--- config.mk ---
export PLATFORM = sky130hd
export DESIGN_NAME = dmardy_gen
export DESIGN_NICKNAME = d
export VERILOG_FILES = /design/src/rtl/dmardy_pkg.sv /design/src/rtl/dmardy_cfg.sv /design/src/rtl/dmardy_tx.sv /design/src/rtl/dmardy_rx.sv /design/src/rtl/dmardy_gen.sv
export SDC_FILE = /design/constraint.sdc
export NUM_CORES = 1
export LEC_CHECK = 0
export BUFFER_PORTS_ARGS = -buffer_cell sky130_fd_sc_hd__buf_2
export CAP_MARGIN = 20
export CORE_AREA = 2 2 39 41
export CTS_BUF_LIST = sky130_fd_sc_hd__clkbuf_8
export CTS_CLUSTER_DIAMETER = 30
export DETAILED_ROUTE_END_ITERATION = 16
export DIE_AREA = 0 0 41 43
export PLACE_DENSITY = 0.34
export SYNTH_ARGS = -nofsm -noshare
export SYNTH_HDL_FRONTEND = slang
export SYNTH_SLANG_ARGS = --single-unit
--- constraint.sdc ---
create_clock -name clk -period 1.2 [get_ports clk]
set_input_delay 0.24 -clock clk [delete_from_list [all_inputs] [get_ports clk]]
set_output_delay 0.24 -clock clk [all_outputs]
set_load 0.05 [all_outputs]
--- src/rtl/dmardy_pkg.sv ---
// Package: shared types for the DMA ready generator.
// Assumes nothing beyond IEEE 1800-2017.
package dmardy_pkg;

    // Transfer style selected by the configuration style bit.
    typedef enum logic {
        XFER_SINGLE = 1'b0,
        XFER_BLOCK  = 1'b1
    } xfer_mode_e;

endpackage

--- src/rtl/dmardy_cfg.sv ---
// Module: dmardy_cfg
// Holds the FIFO-enable state and the transfer style. A write with the
// enable bit clear only disables the FIFOs; the style bit is loaded only
// by a write that also sets the enable bit. Block style is reported only
// while the FIFOs are enabled.
// Assumes: synchronous active-low reset, write strobe is one cycle wide.
module dmardy_cfg
    import dmardy_pkg::*;
(
    input  logic clk,
    input  logic rst_n,
    input  logic cfg_we,
    input  logic cfg_fifo_en,
    input  logic cfg_blk_mode,
    output logic blk_mode
);

    logic       fifo_en_q;
    xfer_mode_e mode_q;

    // Capture the configuration bits on a qualified write.
    always_ff @(posedge clk) begin
        if (!rst_n) begin
            fifo_en_q <= 1'b0;
            mode_q    <= XFER_SINGLE;
        end else if (cfg_we) begin
            fifo_en_q <= cfg_fifo_en;
            if (cfg_fifo_en) begin
                mode_q <= cfg_blk_mode ? XFER_BLOCK : XFER_SINGLE;
            end
        end
    end

    // Block style applies only with the FIFOs enabled.
    always_comb begin
        blk_mode = fifo_en_q && (mode_q == XFER_BLOCK);
    end

endmodule

--- src/rtl/dmardy_tx.sv ---
// Module: dmardy_tx
// Produces the registered active-low transmit request. Single style
// requests when the transmit side holds nothing; block style requests
// while at least one slot is free.
// Assumes: tx_count never exceeds DEPTH.
module dmardy_tx #(
    parameter int DEPTH = 16,
    parameter int CW    = $clog2(DEPTH + 1)
) (
    input  logic          clk,
    input  logic          rst_n,
    input  logic          blk_mode,
    input  logic [CW-1:0] tx_count,
    output logic          txrdy_n
);

    localparam logic [CW-1:0] FULL_CNT = CW'(DEPTH);

    logic tx_empty;
    logic tx_full;
    logic txrdy_n_d;

    // Occupancy decode.
    always_comb begin
        tx_empty = (tx_count == '0);
        tx_full  = (tx_count == FULL_CNT);
    end

    // Select the rule of the active style.
    always_comb begin
        if (blk_mode) begin
            txrdy_n_d = tx_full;
        end else begin
            txrdy_n_d = !tx_empty;
        end
    end

    // Register the request; reset asserts it (empty transmitter).
    always_ff @(posedge clk) begin
        if (!rst_n) begin
            txrdy_n <= 1'b0;
        end else begin
            txrdy_n <= txrdy_n_d;
        end
    end

endmodule

--- src/rtl/dmardy_rx.sv ---
// Module: dmardy_rx
// Produces the registered active-low receive request. Single style
// requests whenever data waits. Block style sets the request on a
// threshold or timeout flag and clears it only when the FIFO is empty;
// emptiness wins over a flag in the same cycle.
// Assumes: rx_count never exceeds DEPTH.
module dmardy_rx #(
    parameter int DEPTH = 16,
    parameter int CW    = $clog2(DEPTH + 1)
) (
    input  logic          clk,
    input  logic          rst_n,
    input  logic          blk_mode,
    input  logic [CW-1:0] rx_count,
    input  logic          rx_thresh_hit,
    input  logic          rx_timeout,
    output logic          rxrdy_n
);

    logic rx_empty;
    logic burst_set;
    logic rxrdy_n_d;

    // Occupancy and event decode.
    always_comb begin
        rx_empty  = (rx_count == '0);
        burst_set = rx_thresh_hit || rx_timeout;
    end

    // Select the rule of the active style.
    always_comb begin
        rxrdy_n_d = rxrdy_n;
        if (!blk_mode) begin
            rxrdy_n_d = rx_empty;
        end else if (rx_empty) begin
            rxrdy_n_d = 1'b1;
        end else if (burst_set) begin
            rxrdy_n_d = 1'b0;
        end
    end

    // Register the request; reset deasserts it.
    always_ff @(posedge clk) begin
        if (!rst_n) begin
            rxrdy_n <= 1'b1;
        end else begin
            rxrdy_n <= rxrdy_n_d;
        end
    end

endmodule

--- src/rtl/dmardy_gen.sv ---
// Module: dmardy_gen (top)
// DMA handshake ready generator for one serial channel: configuration
// holder plus one request generator per direction.
// Assumes: occupancy counts are synchronous to clk and within 0..DEPTH.
module dmardy_gen #(
    parameter int DEPTH = 16,
    parameter int CW    = $clog2(DEPTH + 1)
) (
    input  logic          clk,
    input  logic          rst_n,
    input  logic          cfg_we,
    input  logic          cfg_fifo_en,
    input  logic          cfg_blk_mode,
    input  logic [CW-1:0] tx_count,
    input  logic [CW-1:0] rx_count,
    input  logic          rx_thresh_hit,
    input  logic          rx_timeout,
    output logic          txrdy_n,
    output logic          rxrdy_n
);

    logic blk_mode;

    dmardy_cfg u_cfg (
        .clk          (clk),
        .rst_n        (rst_n),
        .cfg_we       (cfg_we),
        .cfg_fifo_en  (cfg_fifo_en),
        .cfg_blk_mode (cfg_blk_mode),
        .blk_mode     (blk_mode)
    );

    dmardy_tx #(.DEPTH(DEPTH), .CW(CW)) u_tx (
        .clk      (clk),
        .rst_n    (rst_n),
        .blk_mode (blk_mode),
        .tx_count (tx_count),
        .txrdy_n  (txrdy_n)
    );

    dmardy_rx #(.DEPTH(DEPTH), .CW(CW)) u_rx (
        .clk           (clk),
        .rst_n         (rst_n),
        .blk_mode      (blk_mode),
        .rx_count      (rx_count),
        .rx_thresh_hit (rx_thresh_hit),
        .rx_timeout    (rx_timeout),
        .rxrdy_n       (rxrdy_n)
    );

endmodule

==> metrics.txt, run 1 <==
# hold bufs at CTS 0; CP max stage delay 0.31 ns; Avg Cell Area, Syn approximately 9.0 um2; grt total ovfl 0; GPL Wtd Cong 0.684; Hold WS 0.222 ns; Post-synth EDFFs 0; leading area contributor after synthesis dfxtp_1; sequence of cells on the critical path buf_2; clock buffer depth 2; Area growth syn-to-layout 93.8%; PortBufs 18; Peak Freq 972 MHz; CTS tree done; FF-to-FF path depth 2; fraction of layout cells with a size suffix above 1 56.4%; max-cap violation count 0; Flop pwr share 30.3%; WHS Endpoint u_rx.rxrdy_n$_SDFFE_PN1P_; crit path kind flip-flop to output pin; floorplan core area 0.00138 mm2; final wirelength 496 um; PD cells between 1500 and 2000 mW/mm2; 1st-iter DRT viols 1; Pwr Total 0.000481 W; CP required approximately 0.96 ns; Clk pwr share 57.7%; Synth area leaders dfxtp_1, or4_4, a21oi_1, a311oi_1, a41oi_1; TritonRoute pass-1 iters 3; Top FF cell, synth dfxtp_1; Min-Delay Path Depth 2; num rows 14; Final ANT Viol Nets 0; Comb power frac 12.0%; Slowest-stage cell, CP dfxtp_1; outcome complete, no violations; Synth async-reset ratio 0%; Cell Int Power 0.000383 W; Fill cells 168; drt wl/cell 9.02 um; synth cell count leaders dfxtp_1, a21oi_1, nand2_1, nor2_1; CTS H-tree depth 1; post-layout util 22.6%; post-CTS setup buffers 0; RSZ-0062 raised after global routing no; dpl ws -0.0223 ns; initial antenna violation count 0; die area 0.00176 mm2; Antenna Cells 0; vias in the first global route between 200 and 250; cell family with most CP delay flip-flops; Setup Skew 0.00101 ns; Worst Hold Launch rx_count[3]; clk sink count 4; gr usage total ~7.7%; post-synthesis sequential area ratio between 40% and 50%; maximum fanout along the worst path 2; class of the worst hold path input pin to flip-flop; switching share of power 20.5%; Initial Util 11.7%; Reg2Reg Setup Slack just under 0.5 ns; Tightest Pin Transition 0.254 ns; # DRC 0; min cycle time layout 1.03 ns; via count 220; count leader, synth dfxtp_1; Final Hold Viols 0; CP bufs+invs 1; Die H 43 um; Switch Pwr 0.0000985 W; FF+latch count, synth 4; CP startpoint kind flip-flop; reg2reg end u_rx.rxrdy_n$_SDFFE_PN1P_; root buffer cell clkbuf_8; Final WS setup about 0.17 ns; final cycle utilization of the critical path 85.7%; Die X-Extent 41 um; leakage power 0.151 nW; Synth Cell Area 161 um2; crit path capture type output pin; synthesized instance count 18; syn nets 35; post-DR vias/cell around 4.0; yosys synthesis warning count 0; top cell type's share of synthesized area 49.6%; first-pass GRT wire length 814 um; CTS Buf Count 3; reg-to-reg startpoint u_cfg.mode_q$_SDFFE_PN0P_; CTS clock-pin slew for the worst setup and hold paths around 0.030 ns; Post-CTS Resized 0; io pins 19; NumNets Final between 50 and 60; worst-skew pair later-pin latency 0.21 ns; max-slew violations 0; maximum vdd drop 0.000747 V; Rel. slew slack 83.2%; WP data arrival 0.79 ns; Yosys cell types 12; Sum Neg Setup Slack 0 ns; largest net degree at the start of global routing 5; # setup viols final 0
worst max-delay path by stage:
stage | startpoint | end | slack (ns) | cells after the start
after CTS | u_rx.rxrdy_n$_SDFFE_PN1P_ | rxrdy_n | 0.16 | 1
final | u_rx.rxrdy_n$_SDFFE_PN1P_ | rxrdy_n | 0.17 | 1
after global routing | u_rx.rxrdy_n$_SDFFE_PN1P_ | rxrdy_n | 0.14 | 1
after detailed placement | tx_count[1] | u_tx.txrdy_n$_SDFF_PN0_ | -0.02 | 3
after global placement | tx_count[1] | u_tx.txrdy_n$_SDFF_PN0_ | 0.004 | 3
after floorplan | tx_count[1] | u_tx.txrdy_n$_SDFF_PN0_ | 0.12 | 2
per-stage QoR:
| step | cells | area [um2] |
|---|---|---|
| 6_report | 55 | 313 |
| 5_1_grt | 55 | 313 |
| 4_1_cts | 55 | 313 |
| 3_5_place_dp | 52 | 272 |
| 3_3_place_gp | 52 | 272 |
| 2_1_floorplan | 18 | 161 |
flip-flops by register name, summed over array words and instances, names as in the netlist:
register         count
u_cfg.fifo_en_q      1
u_cfg.mode_q         1
u_rx.rxrdy_n         1
u_tx.txrdy_n         1
routing by layer:
metal	GRT usage, %	part of all wire [%]	wire length [um]	vias up
li1	-	-	-	111
met1	6.73	31	153	95
met4	4.00	2.4	12	0
met3	8.38	15	74	2
met5	0	0	0	-
met2	10.6	51	255	12
final cells by class:
cell class	count	area (um2)	share of cell area (%)
flip-flops and latches	4	80.1	25.6
multi-input cells	13	77.6	24.8
clock buffers	3	41.3	13.2
inverters	1	3.75	1.20
repair buffers	18	90.1	28.8
well taps	16	20.0	6.40
kinds of logic (layout without fill, tap and decap cells):
| family | Yosys count | after routing | share of synthesized area (%) |
|---|---|---|---|
| flops | 4 | 4 | 49.6 |
| simple gates | 8 | 8 | 27.9 |
| buf+inv | 1 | 22 | 2.32 |
| compound gates | 5 | 5 | 20.2 |
power by group through the flow:
stage	registers [W]	clock network [W]	logic, W
floorplan	0.000161	0	0.0000121
global placement	0.000147	0	0.0000569
global route	0.000146	0.000301	0.0000644
detailed placement	0.000147	0	0.0000589
CTS	0.000145	0.000290	0.0000590
finish	0.000146	0.000278	0.0000579
placed cells by master, fill, tap and decap left out, drive strengths merged:
master	synthesis	final
a41oi	1	1
nand3	1	1
nor2	2	2
a311oi	1	1
clkbuf	0	3
dfxtp	4	4
a21oi	2	2
buf	0	18
nand2b	1	1
o21ai	1	1
inv	1	1
nand2	2	2
or4	2	2
Power figures use the tool's default switching activity.
==> inputs of run 2 (changes only) <==
Settings changed: CAP_MARGIN 20 to 10, MAX_ROUTING_LAYER set to met4, PLACE_DENSITY 0.34 to not set.
==> run 2 against run 1 <==
Net effect:
- clock skew grew 0.0017 ns
- register-to-register slack got worse by 0.02 ns
- utilization unchanged
- worst setup slack got worse by 0.010 ns
- cell count did not move
- hold slack worse by 0.0083 ns
- sequential cell count unchanged
- first-iteration DRC count rose to 5.0 times the previous value
- sequential share of layout area unchanged
- count of clock-buffer cells in the layout stayed put
- critical path depth is the same
==> metrics.txt, run 2 (same netlist as run 1, synthesis figures left out) <==
die area 0.00176 mm2; # hold bufs at CTS 0; CTS H-tree depth 1; CP bufs+invs 1; via count 217; Final ANT Viol Nets 0; Pwr Total 0.000487 W; Post-CTS Resized 0; Area growth syn-to-layout 93.8%; Min-Delay Path Depth 2; Hold WS roughly 0.21 ns; cell count along the critical path 1; Flop pwr share 29.9%; Antenna Cells 0; WP data arrival approximately 0.80 ns; Rel. slew slack between 80% and 90%; multi-input logic area 77.6 um2; PortBufs 18; crit path capture type output pin; Tightest Pin Transition 0.257 ns; # DRC 0; grt total ovfl 0; Die X-Extent roughly 41 um; crit path kind flip-flop to output pin; num rows 14; Switch Pwr 0.000104 W; GPL Wtd Cong 0.529; Sequential cell area about 80 um2; Placed Cells 52; io pins 19; leakage power approximately 0.15 nW; Die H ~43 um; vias in the first global route ~230; post-CTS setup buffers 0; Initial Util about an eighth; floorplan core area between 0.001 and 0.0015 mm2; gr usage total under 10%; worst-skew pair later-pin latency 0.22 ns; drt wl/cell 8.73 um; cell family with most CP delay flip-flops; largest net degree at the start of global routing 5; Peak Freq around 960 MHz; class of the worst hold path input pin to flip-flop; CTS clock-pin slew for the worst setup and hold paths 0.03 ns; post-DR vias/cell 3.95; # setup viols final 0; outcome complete, no violations; Slowest-stage cell, CP dfxtp_1; CTS tree done; sequence of cells on the critical path buf_2; first-pass GRT wire length 786 um; Cell Int Power between 0.0003 and 0.0004 W; Fill cells 162; initial antenna violation count 0; clock buffer depth 2; Non-Filler Instances 55; switching share of power between 20% and 30%; CP required between 0.9 and 1 ns; max-slew violations 0; Setup Skew 0.00270 ns; maximum fanout along the worst path 2; Sum Neg Setup Slack 0 ns; most common cell after layout, fill and taps aside buf_2; CP max stage delay between 0.3 and 0.4 ns; clk sink count 4; fin area 313 um2; CTS Buf Count 3; final cycle utilization of the critical path 86.6%; PD cells 1560 mW/mm2; RSZ-0062 raised after global routing no; Clk pwr share between 50% and 60%; Comb power frac 11.8%; root buffer cell clkbuf_8; min cycle time layout 1.04 ns; maximum vdd drop 0.000303 V; 1st-iter DRT viols 5; fraction of layout cells with a size suffix above 1 56.4%; commonest non-fill, non-tap cells in the layout buf_2, dfxtp_1, clkbuf_8; final wirelength 480 um; NumNets Final between 50 and 60; TritonRoute pass-1 iters 2; max-cap violation count 0; CP startpoint kind flip-flop; placed inst area approximately 270 um2; Final Hold Viols 0; FF-to-FF path depth 2; hpwl dp between 300 and 400 um
==> run 2: cell counts in the layout (fill, tap and decap cells not counted) <==
Identical to the previous run, type by type.
==> run 2: layout make-up <==
class	count	share of cell area, %
Clock buffer	3	13.2
Inverter	1	1.20
Multi-Input combinational cell	13	24.8
Sequential cell	4	25.6
Tap cell	16	6.40
Timing Repair Buffer	18	28.8
==> run 2: worst paths after layout <==
path	from	end	slack, ns
setup / recovery	u_rx.rxrdy_n$_SDFFE_PN1P_	rxrdy_n	0.16
hold / removal	rx_count[3]	u_rx.rxrdy_n$_SDFFE_PN1P_	0.21
hold reg to reg	u_cfg.mode_q$_SDFFE_PN0P_	u_cfg.mode_q$_SDFFE_PN0P_	0.48
setup reg to reg	u_cfg.mode_q$_SDFFE_PN0P_	u_rx.rxrdy_n$_SDFFE_PN1P_	0.47
==> run 2: stage by stage <==
stage / utilization, % / setup WS (ns)
2_1_floorplan: - / 0.116
3_3_place_gp: 19.6 / 0.00695
3_5_place_dp: 19.6 / -0.0210
4_1_cts: 22.6 / 0.153
5_1_grt: 22.6 / 0.128
6_report: 22.6 / 0.161
==> run 2: routing by layer <==
layer | GRT usage, % | share of wire [%] | vias to the layer above
met5 | - | 0 | -
met4 | 6.00 | 1.3 | 0
met3 | 7.85 | 13 | 2
met2 | 11.6 | 55 | 13
met1 | 4.18 | 30 | 93
li1 | - | - | 109
==> run 2: power by group through the flow <==
stage / Sequential [W] / Clock (W) / Combinational (W)
4_1_cts: 0.000146 / 0.000296 / 0.0000585
2_1_floorplan: 0.000161 / 0 / 0.0000121
3_5_place_dp: 0.000147 / 0 / 0.0000583
3_3_place_gp: 0.000147 / 0 / 0.0000570
6_report: 0.000146 / 0.000284 / 0.0000577
5_1_grt: 0.000146 / 0.000308 / 0.0000639
==> inputs of run 3 (changes only) <==
Settings changed: BUFFER_PORTS_ARGS -buffer_cell sky130_fd_sc_hd__buf_2 to not set, DONT_BUFFER_PORTS set to 1.
Clock period 1.2 ns to 1.1 ns, I/O delays scaled along.
==> run 3 against run 2 <==
Net effect:
- clock power is 6% higher
- count of clock-buffer cells in the layout unchanged
- via count is 27% lower
- sequential share of layout area is 8.1 points higher
- die area unchanged
- design area shrank 24%
- worst setup slack lost 0.0090 ns
- cell count is 29% lower
- combinational power decreased by 34%
- hold slack worse by 0.095 ns
- critical path type unchanged
- largest power group unchanged
- highest routed layer unchanged
==> metrics.txt, run 3 (same netlist as run 1, synthesis figures left out) <==
# hold bufs at CTS 0; floorplan core area 0.00138 mm2; post-CTS setup buffers 0; sequence of cells on the critical path buf_4; CP bufs+invs 1; Peak Freq 1050 MHz; PD cells 2100 mW/mm2; Clk pwr share around 60%; Switch Pwr around 0.0001 W; Setup Skew 0.00189 ns; num rows 14; NumNets Final 42; Die H 43 um; root buffer cell clkbuf_8; CTS clock-pin slew for the worst setup and hold paths 0.03 ns; Comb power frac 7.6%; CTS Buf Count 3; outcome complete, no violations; Antenna Cells 0; crit path capture type output pin; max-cap violation count 0; die area 0.00176 mm2; Final WS setup around 0.15 ns; final wirelength 389 um; Area growth syn-to-layout 47.3%; Flop pwr share 31.8%; switching share of power 19.7%; most common cell after layout, fill and taps aside dfxtp_1; grt total ovfl 0; commonest non-fill, non-tap cells in the layout dfxtp_1, clkbuf_8; dpl ws ~0.013 ns; Pwr Total around 0.00050 W; TritonRoute pass-1 iters 2; maximum vdd drop 0.000575 V; leakage power 0.0896 nW; Initial Util 11.7%; worst-skew pair later-pin latency 0.21 ns; RSZ-0062 raised after global routing no; CP startpoint kind flip-flop; Tightest Pin Transition 0.186 ns; io pins 19; largest net degree at the start of global routing 5; gr usage total roughly 5.4%; via count 158; Die X-Extent 41 um; Sum Neg Setup Slack 0 ns; CTS H-tree depth 1; Rel. slew slack 87.5%; 1st-iter DRT viols 2; Final Hold Viols 0; crit path kind flip-flop to output pin; WP data arrival 0.73 ns; GPL Wtd Cong 0.509; CP max stage delay 0.32 ns; Post-CTS Resized 0; class of the worst hold path input pin to flip-flop; Non-Filler Instances 39; max-slew violations 0; drt wl/cell 9.97 um; Hold WS 0.119 ns; fraction of layout cells with a size suffix above 1 26.1%; Cell Int Power 0.000401 W; clk sink count 4; CP required 0.88 ns; vias in the first global route between 100 and 150; CTS tree done; min cycle time layout between 0.9 and 1 ns; cell family with most CP delay flip-flops; first-pass GRT wire length between 400 and 500 um; initial antenna violation count 0; Final ANT Viol Nets 0; PortBufs 0; final cycle utilization of the critical path 86.2%; Slowest-stage cell, CP dfxtp_1; clock buffer depth 2; Fill cells 162; # DRC 0; post-DR vias/cell ~4.1; Placed Cells 36; # setup viols final 0; maximum fanout along the worst path 2
==> run 3: cell types whose count changed in the layout (fill, tap and decap cells not counted) <==
cell / delta
buf_2: -18
buf_4: +2
==> run 3: path summary, 6_finish.rpt <==
| path | cells after the start | from | slack (ns) | endpoint |
|---|---|---|---|---|
| min | 1 | rx_count[3] | 0.12 | u_rx.rxrdy_n$_SDFFE_PN1P_ |
| max | 1 | u_rx.rxrdy_n$_SDFFE_PN1P_ | 0.15 | rxrdy_n |
| min reg2reg | 2 | u_cfg.mode_q$_SDFFE_PN0P_ | 0.47 | u_cfg.mode_q$_SDFFE_PN0P_ |
| max reg2reg | 2 | u_rx.rxrdy_n$_SDFFE_PN1P_ | 0.38 | u_rx.rxrdy_n$_SDFFE_PN1P_ |
==> run 3: metrics by stage <==
stage / utilization (%) / area, um2
floorplan: - / 161
global placement: 14.2 / 196
detailed placement: 14.2 / 196
CTS: 17.2 / 238
global route: 17.2 / 238
finish: 17.2 / 238
==> run 3: layout make-up <==
type	instances	area [um2]	area share, %
flip-flops and latches	4	80.1	33.7
multi-input cells	13	77.6	32.6
well taps	16	20.0	8.42
repair buffers	2	15.0	6.32
clock buffers	3	41.3	17.4
inverters	1	3.75	1.58
==> run 3: power by group through the flow <==
stage | Sequential, W | Clock [W] | Combinational [W]
2_1_floorplan | 0.000176 | 0 | 0.0000132
3_3_place_gp | 0.000161 | 0 | 0.0000382
3_5_place_dp | 0.000161 | 0 | 0.0000386
4_1_cts | 0.000159 | 0.000317 | 0.0000386
5_1_grt | 0.000159 | 0.000325 | 0.0000408
6_report | 0.000159 | 0.000302 | 0.0000380
==> run 3: metal layers <==
layer | vias to the layer above | part of all wire (%) | track usage [%]
met2 | 12 | 49 | 7.19
met5 | - | 0 | -
li1 | 78 | - | -
met3 | 2 | 16 | 9.42
met1 | 66 | 33 | 2.88
met4 | 0 | 1.5 | 2.00
